## src/rtl/gsl_pkg.sv

```systemverilog
package gsl_pkg;
  localparam int unsigned GSL_CH_W   = 10;
  localparam int unsigned GSL_LOW_W  = 8;
  localparam int unsigned GSL_EXP_W  = 2;
  localparam int unsigned GSL_MANT_W = 4;
  localparam int unsigned GSL_NUM_CH = 3;
  localparam int unsigned GSL_NUM_PT = 129;

  typedef enum logic [1:0] {
    GS_ACCEPT = 2'd0,
    GS_EVEN   = 2'd1,
    GS_ODD    = 2'd2,
    GS_DONE   = 2'd3
  } gsl_state_e;
endpackage

```

## src/rtl/gsl_slope_enc.sv

```systemverilog
module gsl_slope_enc
  import gsl_pkg::*;
#(
  parameter int unsigned CH_W   = GSL_CH_W,
  parameter int unsigned EXP_W  = GSL_EXP_W,
  parameter int unsigned MANT_W = GSL_MANT_W
) (
  input  logic [CH_W-1:0]         cur_val,
  input  logic [CH_W-1:0]         nxt_val,
  output logic [EXP_W+MANT_W-1:0] slope_code,
  output logic                    too_steep
);
  localparam int unsigned EXP_MAX   = (1 << EXP_W) - 1;
  localparam int unsigned MANT_MAX  = (1 << MANT_W) - 1;
  localparam int unsigned DELTA_MAX = ((MANT_MAX + 1) << EXP_MAX) - 1;
  localparam int unsigned DW        = $clog2(DELTA_MAX + 1);
  localparam logic signed [CH_W:0] LIM_S = (CH_W+1)'(DELTA_MAX);

  logic signed [CH_W:0] diff;
  logic [DW-1:0]        clamped;
  logic [DW-1:0]        mant;
  logic [EXP_W-1:0]     expo;

  assign diff = $signed({1'b0, nxt_val}) - $signed({1'b0, cur_val});

  always_comb begin
    if (diff < 0)          clamped = '0;
    else if (diff > LIM_S) clamped = DW'(DELTA_MAX);
    else                   clamped = diff[DW-1:0];
  end

  assign too_steep = (diff > LIM_S);

  always_comb begin
    mant = clamped;
    expo = EXP_W'(EXP_MAX);
    for (int k = 0; k < int'(EXP_MAX); k++) begin
      if (mant > DW'(MANT_MAX)) begin
        mant = mant >> 1;
        expo = expo - 1'b1;
      end
    end
  end

  assign slope_code = {expo, mant[MANT_W-1:0]};

  always_comb begin
    AST_MANT_FITS: assert (mant <= DW'(MANT_MAX));
    AST_NORMALISED: assert ((expo == EXP_W'(EXP_MAX)) || mant[MANT_W-1]);
  end
endmodule

```

## src/rtl/gsl_word_pack.sv

```systemverilog
module gsl_word_pack
  import gsl_pkg::*;
#(
  parameter int unsigned CH_W   = GSL_CH_W,
  parameter int unsigned LOW_W  = GSL_LOW_W,
  parameter int unsigned NUM_CH = GSL_NUM_CH,
  parameter int unsigned SL_W   = GSL_EXP_W + GSL_MANT_W
) (
  input  logic [NUM_CH*CH_W-1:0]  cur_pt,
  input  logic [NUM_CH*SL_W-1:0]  slopes,
  output logic [NUM_CH*LOW_W-1:0] even_word,
  output logic [NUM_CH*LOW_W-1:0] odd_word
);
  localparam int unsigned HI_W = CH_W - LOW_W;

  for (genvar c = 0; c < int'(NUM_CH); c++) begin : g_ch
    localparam int unsigned POS = NUM_CH - 1 - c;
    logic [CH_W-1:0] val;
    assign val = cur_pt[POS*CH_W +: CH_W];
    assign even_word[POS*LOW_W +: LOW_W] = val[LOW_W-1:0];
    assign odd_word[POS*LOW_W +: LOW_W]  = {slopes[POS*SL_W +: SL_W], val[CH_W-1 -: HI_W]};
  end
endmodule

```

## src/rtl/gsl_ctrl.sv

```systemverilog
module gsl_ctrl
  import gsl_pkg::*;
#(
  parameter int unsigned PT_W   = GSL_NUM_CH * GSL_CH_W,
  parameter int unsigned WORD_W = GSL_NUM_CH * GSL_LOW_W,
  parameter int unsigned ADDR_W = 8
) (
  input  logic              clk,
  input  logic              rst_n,
  input  logic              pt_valid,
  input  logic              pt_last,
  input  logic [PT_W-1:0]   pt_data,
  output logic              pt_ready,
  output logic [PT_W-1:0]   prev_pt,
  input  logic [WORD_W-1:0] even_w,
  input  logic [WORD_W-1:0] odd_w,
  input  logic              steep_any,
  output logic              wr_en,
  output logic [ADDR_W-1:0] wr_addr,
  output logic [WORD_W-1:0] wr_data,
  output logic              done,
  output logic              err
);
  localparam int unsigned IDX_W = ADDR_W - 1;

  gsl_state_e        state_q;
  logic              have_prev_q;
  logic              last_q;
  logic              err_q;
  logic [IDX_W-1:0]  idx_q;
  logic [WORD_W-1:0] even_q;
  logic [WORD_W-1:0] odd_q;
  logic [PT_W-1:0]   prev_q;
  logic              accept;

  assign pt_ready = (state_q == GS_ACCEPT);
  assign accept   = pt_valid & pt_ready;
  assign prev_pt  = prev_q;

  always_ff @(posedge clk or negedge rst_n) begin
    if (!rst_n) begin
      state_q     <= GS_ACCEPT;
      have_prev_q <= 1'b0;
      last_q      <= 1'b0;
      err_q       <= 1'b0;
      idx_q       <= '0;
      even_q      <= '0;
      odd_q       <= '0;
      prev_q      <= '0;
    end else begin
      unique case (state_q)
        GS_ACCEPT: begin
          if (accept) begin
            prev_q <= pt_data;
            if (have_prev_q) begin
              even_q  <= even_w;
              odd_q   <= odd_w;
              last_q  <= pt_last;
              err_q   <= pt_last & steep_any;
              state_q <= GS_EVEN;
            end else if (pt_last) begin
              err_q   <= 1'b0;
              state_q <= GS_DONE;
            end else begin
              have_prev_q <= 1'b1;
            end
          end
        end
        GS_EVEN: state_q <= GS_ODD;
        GS_ODD: begin
          if (last_q) begin
            idx_q       <= '0;
            have_prev_q <= 1'b0;
            state_q     <= GS_DONE;
          end else begin
            idx_q   <= idx_q + 1'b1;
            state_q <= GS_ACCEPT;
          end
        end
        GS_DONE: state_q <= GS_ACCEPT;
        default: state_q <= GS_ACCEPT;
      endcase
    end
  end

  assign wr_en   = (state_q == GS_EVEN) || (state_q == GS_ODD);
  assign wr_addr = {idx_q, (state_q == GS_ODD)};
  assign wr_data = (state_q == GS_ODD) ? odd_q : even_q;
  assign done    = (state_q == GS_DONE);
  assign err     = done & err_q;

  AST_READY_QUIET: assert property (@(posedge clk) disable iff (!rst_n)
    (wr_en || done) |-> !pt_ready);
  AST_ODD_AFTER_EVEN: assert property (@(posedge clk) disable iff (!rst_n)
    (wr_en && !wr_addr[0]) |=> (wr_en && wr_addr[0] &&
      wr_addr[ADDR_W-1:1] == $past(wr_addr[ADDR_W-1:1])));
  AST_ODD_HAS_EVEN: assert property (@(posedge clk) disable iff (!rst_n)
    (wr_en && wr_addr[0]) |-> $past(wr_en && !wr_addr[0]));
  AST_ERR_WITH_DONE: assert property (@(posedge clk) disable iff (!rst_n)
    err |-> done);
  AST_DONE_PULSE: assert property (@(posedge clk) disable iff (!rst_n)
    done |=> !done);
  AST_NO_WR_ON_ACCEPT: assert property (@(posedge clk) disable iff (!rst_n)
    pt_ready |-> !wr_en);
endmodule

```

## src/rtl/gamma_slope_loader.sv

```systemverilog
module gamma_slope_loader
  import gsl_pkg::*;
#(
  parameter int unsigned CH_W   = GSL_CH_W,
  parameter int unsigned LOW_W  = GSL_LOW_W,
  parameter int unsigned EXP_W  = GSL_EXP_W,
  parameter int unsigned MANT_W = GSL_MANT_W,
  parameter int unsigned NUM_CH = GSL_NUM_CH,
  parameter int unsigned NUM_PT = GSL_NUM_PT,
  localparam int unsigned PT_W   = NUM_CH * CH_W,
  localparam int unsigned WORD_W = NUM_CH * LOW_W,
  localparam int unsigned ADDR_W = $clog2(2 * (NUM_PT - 1))
) (
  input  logic              clk,
  input  logic              rst_n,
  input  logic              pt_valid,
  output logic              pt_ready,
  input  logic              pt_last,
  input  logic [PT_W-1:0]   pt_data,
  output logic              wr_en,
  output logic [ADDR_W-1:0] wr_addr,
  output logic [WORD_W-1:0] wr_data,
  output logic              done,
  output logic              err
);
  localparam int unsigned SL_W = EXP_W + MANT_W;

  logic [PT_W-1:0]        prev_pt;
  logic [NUM_CH*SL_W-1:0] slopes;
  logic [NUM_CH-1:0]      steep_v;
  logic [WORD_W-1:0]      even_w;
  logic [WORD_W-1:0]      odd_w;

  for (genvar c = 0; c < int'(NUM_CH); c++) begin : g_enc
    gsl_slope_enc #(
      .CH_W   (CH_W),
      .EXP_W  (EXP_W),
      .MANT_W (MANT_W)
    ) u_enc (
      .cur_val    (prev_pt[c*CH_W +: CH_W]),
      .nxt_val    (pt_data[c*CH_W +: CH_W]),
      .slope_code (slopes[c*SL_W +: SL_W]),
      .too_steep  (steep_v[c])
    );
  end

  gsl_word_pack #(
    .CH_W   (CH_W),
    .LOW_W  (LOW_W),
    .NUM_CH (NUM_CH),
    .SL_W   (SL_W)
  ) u_pack (
    .cur_pt    (prev_pt),
    .slopes    (slopes),
    .even_word (even_w),
    .odd_word  (odd_w)
  );

  gsl_ctrl #(
    .PT_W   (PT_W),
    .WORD_W (WORD_W),
    .ADDR_W (ADDR_W)
  ) u_ctrl (
    .clk       (clk),
    .rst_n     (rst_n),
    .pt_valid  (pt_valid),
    .pt_last   (pt_last),
    .pt_data   (pt_data),
    .pt_ready  (pt_ready),
    .prev_pt   (prev_pt),
    .even_w    (even_w),
    .odd_w     (odd_w),
    .steep_any (|steep_v),
    .wr_en     (wr_en),
    .wr_addr   (wr_addr),
    .wr_data   (wr_data),
    .done      (done),
    .err       (err)
  );
endmodule

```

## config.mk

```make
export PLATFORM = sky130hd
export DESIGN_NAME = gamma_slope_loader
export DESIGN_NICKNAME = d
export VERILOG_FILES = /design/src/rtl/gsl_pkg.sv /design/src/rtl/gsl_slope_enc.sv /design/src/rtl/gsl_word_pack.sv /design/src/rtl/gsl_ctrl.sv /design/src/rtl/gamma_slope_loader.sv
export SDC_FILE = /design/constraint.sdc
export NUM_CORES = 1
export LEC_CHECK = 0
export BUFFER_PORTS_ARGS = -buffer_cell sky130_fd_sc_hd__buf_2
export CORE_AREA = 3 3 113 115
export CTS_CLUSTER_DIAMETER = 40
export DETAILED_ROUTE_END_ITERATION = 10
export DIE_AREA = 0 0 116 118
export PLACE_DENSITY = 0.79
export SETUP_SLACK_MARGIN = 0.1
export SLEW_MARGIN = 25
export SYNTH_ARGS = -nofsm -noshare
export SYNTH_HDL_FRONTEND = slang
export SYNTH_SLANG_ARGS = --single-unit
```

## constraint.sdc

```tcl
create_clock -name clk -period 5.2 [get_ports clk]
set_input_delay 0.26 -clock clk [delete_from_list [all_inputs] [get_ports clk]]
set_output_delay 0.26 -clock clk [all_outputs]
set_load 0.005 [all_outputs]
```

==> results.cfg, run 1 <==
[timing]
slew_violations = 0
fmax_mhz = 318
setup_viol = 0
fin_crit_sh_pct = 60.5
hold_viol_final = 0
worstMarginPinSlew_ns = 0.936
slew_headroom_pct = 37.5
finalCriticalPeriod_ns = 3.14
fin_ws_ns = 2.06
setup_tns_ns = 0
fin_worst_skew_ns = 0.00432
rsz0062_at_grt = no

[worst_setup_path]
cp-start-kind = register
r2r-start = u_ctrl.prev_pt[10]
arrival_ns = 3.34
cp_max_fo = 6
path_class = register to register
reg2reg_slack_ns = 2.06
endpoint_kind = register
r2r.worst_path.cells = 13
r2r_end = u_ctrl.odd_q[14]
required_ns = 5.40

[yosys]
synth_area_um2 = 5930
syn_inst = 646
yosysMostFrequentCell = dfrtp_1
yosys.area.top_type_share_pct = 38.0
syn_area_per_cell_um2 = 9.18
yosys_warnings = 0
synth-seq-area-share_pct = 38.0
synth_ff_type = dfrtp_1
synth_area_leader_cell = dfrtp_1
ys_types = 69
synth_common_cells = dfrtp_1 (90), nand2_1 (89), o21ai_0 (53)
ys_seq_elements = 90
synth_top_cells_by_area = dfrtp_1 (38%), mux2_2 (9.5%), ha_1 (8.4%), nand2_1 (5.6%), o21ai_0 (4.5%)
synth-edff-count = 0
async_flop_share_pct = 100
syn_nets = 723

[floorplan]
fp.dieW_um = 116
initial_core_util_pct = 49.8
core-area_um2 = 11900
ios = 70
die_y_um = 118
row_count = 40
dieArea_um2 = 13700

[global_routing]
grt_pass1_wl_um = 23000
grt_use_total_pct = 20.9
grt_max_degree = 54
antenna_found_initial = 0
grt_pass1_vias = 4841
overflow = 0

[worst_hold_path]
worstHoldStart = pt_data[9]
min_path_type = input port to register
min_to = u_ctrl.prev_pt[9]
hold_path_depth = 2

[placement]
place_area_um2 = 6400
pre_cts_ws_ns = 2.07
gp_congestion = 0.935
port_buffers = 69
dp_hpwl_um = 10100

[finish]
area_growth_pct = 13.3
diodes = 0
nNetsFinal = 784
drive_gt1_share_pct = 22.4
stdcell_area_um2 = 6710

[power]
power_density_nw_per_um2 = 717
p_leak_uw = 0.00322
vdd_ir_drop_max_uv = 330

[route]
post_drt_wl_per_cell_um = 15.8
postRouteAntennaNets = 0
dr.first_iter.drc_count = 221
dr.pass1.iters = 5
vias = 4881
drc = 0
wl_um = 13600
via_per_inst = 5.69

[clocking]
clock_path_buffers = 2
cts_root_buf = clkbuf_16
cts.sinks = 90
cts_tree = yes
numCtsBuffers = 9
insertion_delay_ns = 0.34
cts.clk_slew.worst_paths_ns = 0.06
htreeDepth = 3

[flow_run]
maxCapViolCount = 0

[status]
status = finished, final reports clean
## registers in the layout, indices dropped and copies added, names as in the netlist
register / cells
u_ctrl.state_q: 2
u_ctrl.have_prev_q: 1
u_ctrl.prev_pt: 30
u_ctrl.odd_q: 24
u_ctrl.last_q: 1
u_ctrl.idx_q: 7
u_ctrl.err_q: 1
u_ctrl.even_q: 24
## placed cells by master (no fill, tap or decap), drive strengths merged, types with 11 or more instances in the layout
| cell | instances |
|---|---|
| inv | 49 |
| nand3 | 13 |
| nand2 | 89 |
| o21ai | 71 |
| mux2 | 50 |
| clkbuf | 11 |
| dfrtp | 90 |
| a21oi | 30 |
| buf | 73 |
| nor2 | 45 |
| ha | 40 |
## metrics by stage
stage | cells | utilization, % | total power, uW | hold slack (ns)
detailed placement | 842 | 53.7 | 4130 | 0.296
finish | 858 | 56.4 | 4810 | 0.169
global placement | 842 | 53.7 | 3990 | 0.293
floorplan | 646 | - | 3410 | -0.0356
CTS | 858 | 56.4 | 4820 | 0.158
global route | 858 | 56.4 | 5250 | 0.166
## layout make-up
type / count / area (um^2)
Clock inverter: 4 / 51.3
Fill cell: 1033 / 5200
Sequential cell: 90 / 2250
Multi-Input combinational cell: 483 / 3400
Tap cell: 147 / 184
Inverter: 49 / 184
Timing Repair Buffer: 74 / 388
Clock buffer: 11 / 253
## power breakdown
group / switching (uW) / total, uW / internal, uW
sequential: 203 / 1230 / 1030
clock: 264 / 660 / 396
combinational: 1670 / 2920 / 1250
total: 2140 / 4810 / 2680
## cell families (layout without fill, tap and decap cells)
kind of cell | after synthesis | in the layout | share of synthesized area [%]
and+or+nand+nor | 196 | 196 | 14.9
AOI/OAI and AO/OA | 173 | 173 | 20.1
DFF | 90 | 90 | 38.0
buffers and inverters | 73 | 138 | 4.71
muxes | 55 | 55 | 10.3
adders and majority gates | 43 | 43 | 9.46
xor gates and xnor gates | 16 | 16 | 2.49
## worst max-delay path: stages (launching register included)
cell and delay, ns:
dfrtp_1 0.39, ha_1 0.22, fa_1 0.44, nor2b_4 0.17
o31ai_4 0.10, a31oi_2 0.20, nand3_1 0.16, o211ai_2 0.26
and3_1 0.26, and3_1 0.22, or2_1 0.12, ha_1 0.23
xor2_1 0.16, o21ai_1 0.07
## per-layer routing
| metal | vias to the layer above | share of wire, % | track usage [%] |
|---|---|---|---|
| met4 | 0 | 2.1 | 8.41 |
| met1 | 2306 | 44 | 27.5 |
| met5 | - | 0 | 0 |
| met2 | 151 | 49 | 33.6 |
| met3 | 23 | 5.0 | 3.75 |
| li1 | 2401 | - | - |
## worst max-delay path by stage
| stage | startpoint | to | slack [ns] | cells after the start |
|---|---|---|---|---|
| 2_1_floorplan | u_ctrl.prev_pt[11] | u_ctrl.odd_q[14] | 2.32 | 13 |
| 4_1_cts | u_ctrl.prev_pt[10] | u_ctrl.odd_q[14] | 2.07 | 13 |
| 5_1_grt | u_ctrl.prev_pt[0] | u_ctrl.odd_q[6] | 1.86 | 13 |
| 6_report | u_ctrl.prev_pt[10] | u_ctrl.odd_q[14] | 2.06 | 13 |
| 3_3_place_gp | pt_data[10] | u_ctrl.odd_q[14] | 2.22 | 15 |
| 3_5_place_dp | pt_data[10] | u_ctrl.odd_q[14] | 2.07 | 15 |
## repair_timing
| action | CTS | global route |
|---|---|---|
| endpoints found under the hold margin | 45 | 0 |
| gates resized for setup | 0 | 0 |
| hold buffers | 1 | 0 |
| buffers inserted | 0 | 0 |
No activity file was read; power rests on OpenSTA's default activity.
==> run 2, diff against run 1 <==
--- a/config.mk
+++ b/config.mk
@@ -10,7 +10,7 @@
 export CTS_CLUSTER_DIAMETER = 40
 export DETAILED_ROUTE_END_ITERATION = 10
 export DIE_AREA = 0 0 116 118
-export PLACE_DENSITY = 0.79
+export PLACE_DENSITY = 0.82
 export SETUP_SLACK_MARGIN = 0.1
 export SLEW_MARGIN = 25
 export SYNTH_ARGS = -nofsm -noshare
==> constraint.sdc (replaced) <==
create_clock -name clk -period 2.7 [get_ports clk]
set_input_delay 0.135 -clock clk [delete_from_list [all_inputs] [get_ports clk]]
set_output_delay 0.135 -clock clk [all_outputs]
set_load 0.005 [all_outputs]
==> results.cfg, run 2 (same netlist as run 1, synthesis figures left out) <==
[clocking]
cts.sinks = 90
cts_tree = yes
insertion_delay_ns = 0.35
htreeDepth = 3
cts.clk_slew.worst_paths_ns = 0.06
cts_root_buf = clkbuf_16
numCtsBuffers = 9
clock_path_buffers = 2

[timing]
slew_violations = 0
slew_headroom_pct = 67.5
setup_tns_ns = -0.477
fin_crit_sh_pct = 107
setup_viol = 4
worstMarginPinSlew_ns = 0.484
fmax_mhz = 347
rsz0062_at_grt = yes
fin_ws_ns = -0.181
fin_worst_skew_ns = 0.00750
finalCriticalPeriod_ns = 2.88
hold_viol_final = 0

[finish]
area_growth_pct = 30.4
layout_commonest_cell = dfrtp_1
layout_common_cells = dfrtp_1 (90), nand2_1 (87), buf_4 (71)
nNetsFinal = 862
diodes = 0
fillerInstances = 952
largest_reg_flops = 30
multi_input_area_um2 = 3800
fin_util_pct = 64.9
drive_gt1_share_pct = 36.8
stdcell_area_um2 = 7730
seqCellArea_um2 = 2250

[route]
vias = 5211
dr.first_iter.drc_count = 352
dr.pass1.iters = 5
postRouteAntennaNets = 0
via_per_inst = 5.56
drc = 0
post_drt_wl_per_cell_um = 16.3
wl_um = 15200

[worst_setup_path]
path_class = register to register
endpoint_kind = register
cp.depth = 12
slowest_delay_ns = 0.39
arrival_ns = 3.11
r2r.worst_path.cells = 12
required_ns = 2.93
path_delay_family = compound AO/OA/AOI/OAI gates
cp_max_fo = 3
worstPathCellList = inv_2 -> ha_4 -> nor2b_2 -> o31a_2 -> o41ai_4 -> mux2i_1 -> o2111a_1 -> nand3_2 -> o21ai_2 -> ha_1 -> xnor2_1 -> o21ai_1
crit_buf_inv = 1
reg2reg_slack_ns = -0.18
slowest_stage = dfrtp_1
cp-start-kind = register

[floorplan]
ios = 70
die_y_um = 118
dieArea_um2 = 13700
fp.dieW_um = 116
row_count = 40
core-area_um2 = 11900
initial_core_util_pct = 49.8

[power]
power.switching_uw = 4860
p_comb_share_pct = 67.9
power.internal_uw = 6410
swShare_pct = 43.1
power_uw = 11300
p_leak_uw = 0.00365
clkPwrFrac_pct = 10.9
vdd_ir_drop_max_uv = 809
seqPwrFrac_pct = 21.1
power_density_nw_per_um2 = 1460

[global_routing]
grt_max_degree = 91
grt_use_total_pct = 22.3
antenna_found_initial = 0
overflow = 0
grt_pass1_wl_um = 24600
grt_pass1_vias = 5290

[flow_run]
maxCapViolCount = 0

[placement]
pre_cts_ws_ns = -0.215
port_buffers = 69
gp_congestion = 0.852
dp_hpwl_um = 10800
place_area_um2 = 6910

[worst_hold_path]
hold_path_depth = 2
min_path_type = input port to register

[status]
status = finished with violations
failed_checks = setup timing
[run 2: power by group through the flow]
stage	registers [uW]	logic, uW	clock network [uW]
2_1_floorplan	2260	4400	0
3_3_place_gp	2340	6120	0
3_5_place_dp	2380	6430	0
4_1_cts	2370	6790	1260
5_1_grt	2450	8350	1310
6_report	2380	7650	1230
[run 2: cell type report]
cell class | count | share of cell area (%)
clock inverter | 3 | 0.518
clock buffer | 13 | 3.11
tap | 147 | 2.38
inverter | 49 | 2.38
sequential | 90 | 29.1
multi-input combinational | 483 | 49.2
timing repair buffer | 152 | 13.3
[run 2: metal layers]
| layer | vias to the layer above | global-route usage (%) | routed length (um) |
|---|---|---|---|
| met4 | 0 | 7.25 | 281 |
| met3 | 24 | 5.55 | 610 |
| met5 | - | 0 | 0 |
| li1 | 2560 | - | - |
| met1 | 2504 | 27.4 | 6560 |
| met2 | 123 | 38.1 | 7790 |
[run 2: path summary, 6_finish.rpt]
kind                                    start            endpoint
setup / recovery           u_ctrl.prev_pt[22]    u_ctrl.odd_q[22]
hold / removal                    pt_data[29]  u_ctrl.prev_pt[29]
setup reg to reg           u_ctrl.prev_pt[22]    u_ctrl.odd_q[22]
hold reg to reg              u_ctrl.even_q[4]    u_ctrl.even_q[4]
max in group asynchronous               rst_n   u_ctrl.even_q[17]
min in group asynchronous               rst_n     u_ctrl.idx_q[3]
[run 2: stage by stage]
stage               std cells  hold WS (ns)
floorplan                 646        -0.161
global placement          899         0.214
detailed placement        899         0.218
CTS                       927        0.0258
global route              937        0.0288
finish                    937        0.0345
[run 2: what timing repair did]
action,CTS,global route
buffers inserted,11,12
setup endpoints to repair,9,17
gates cloned,0,0
pin swaps,22,28
resized for setup,21,46
hold buffers,1,0
endpoints found under the hold margin,90,0
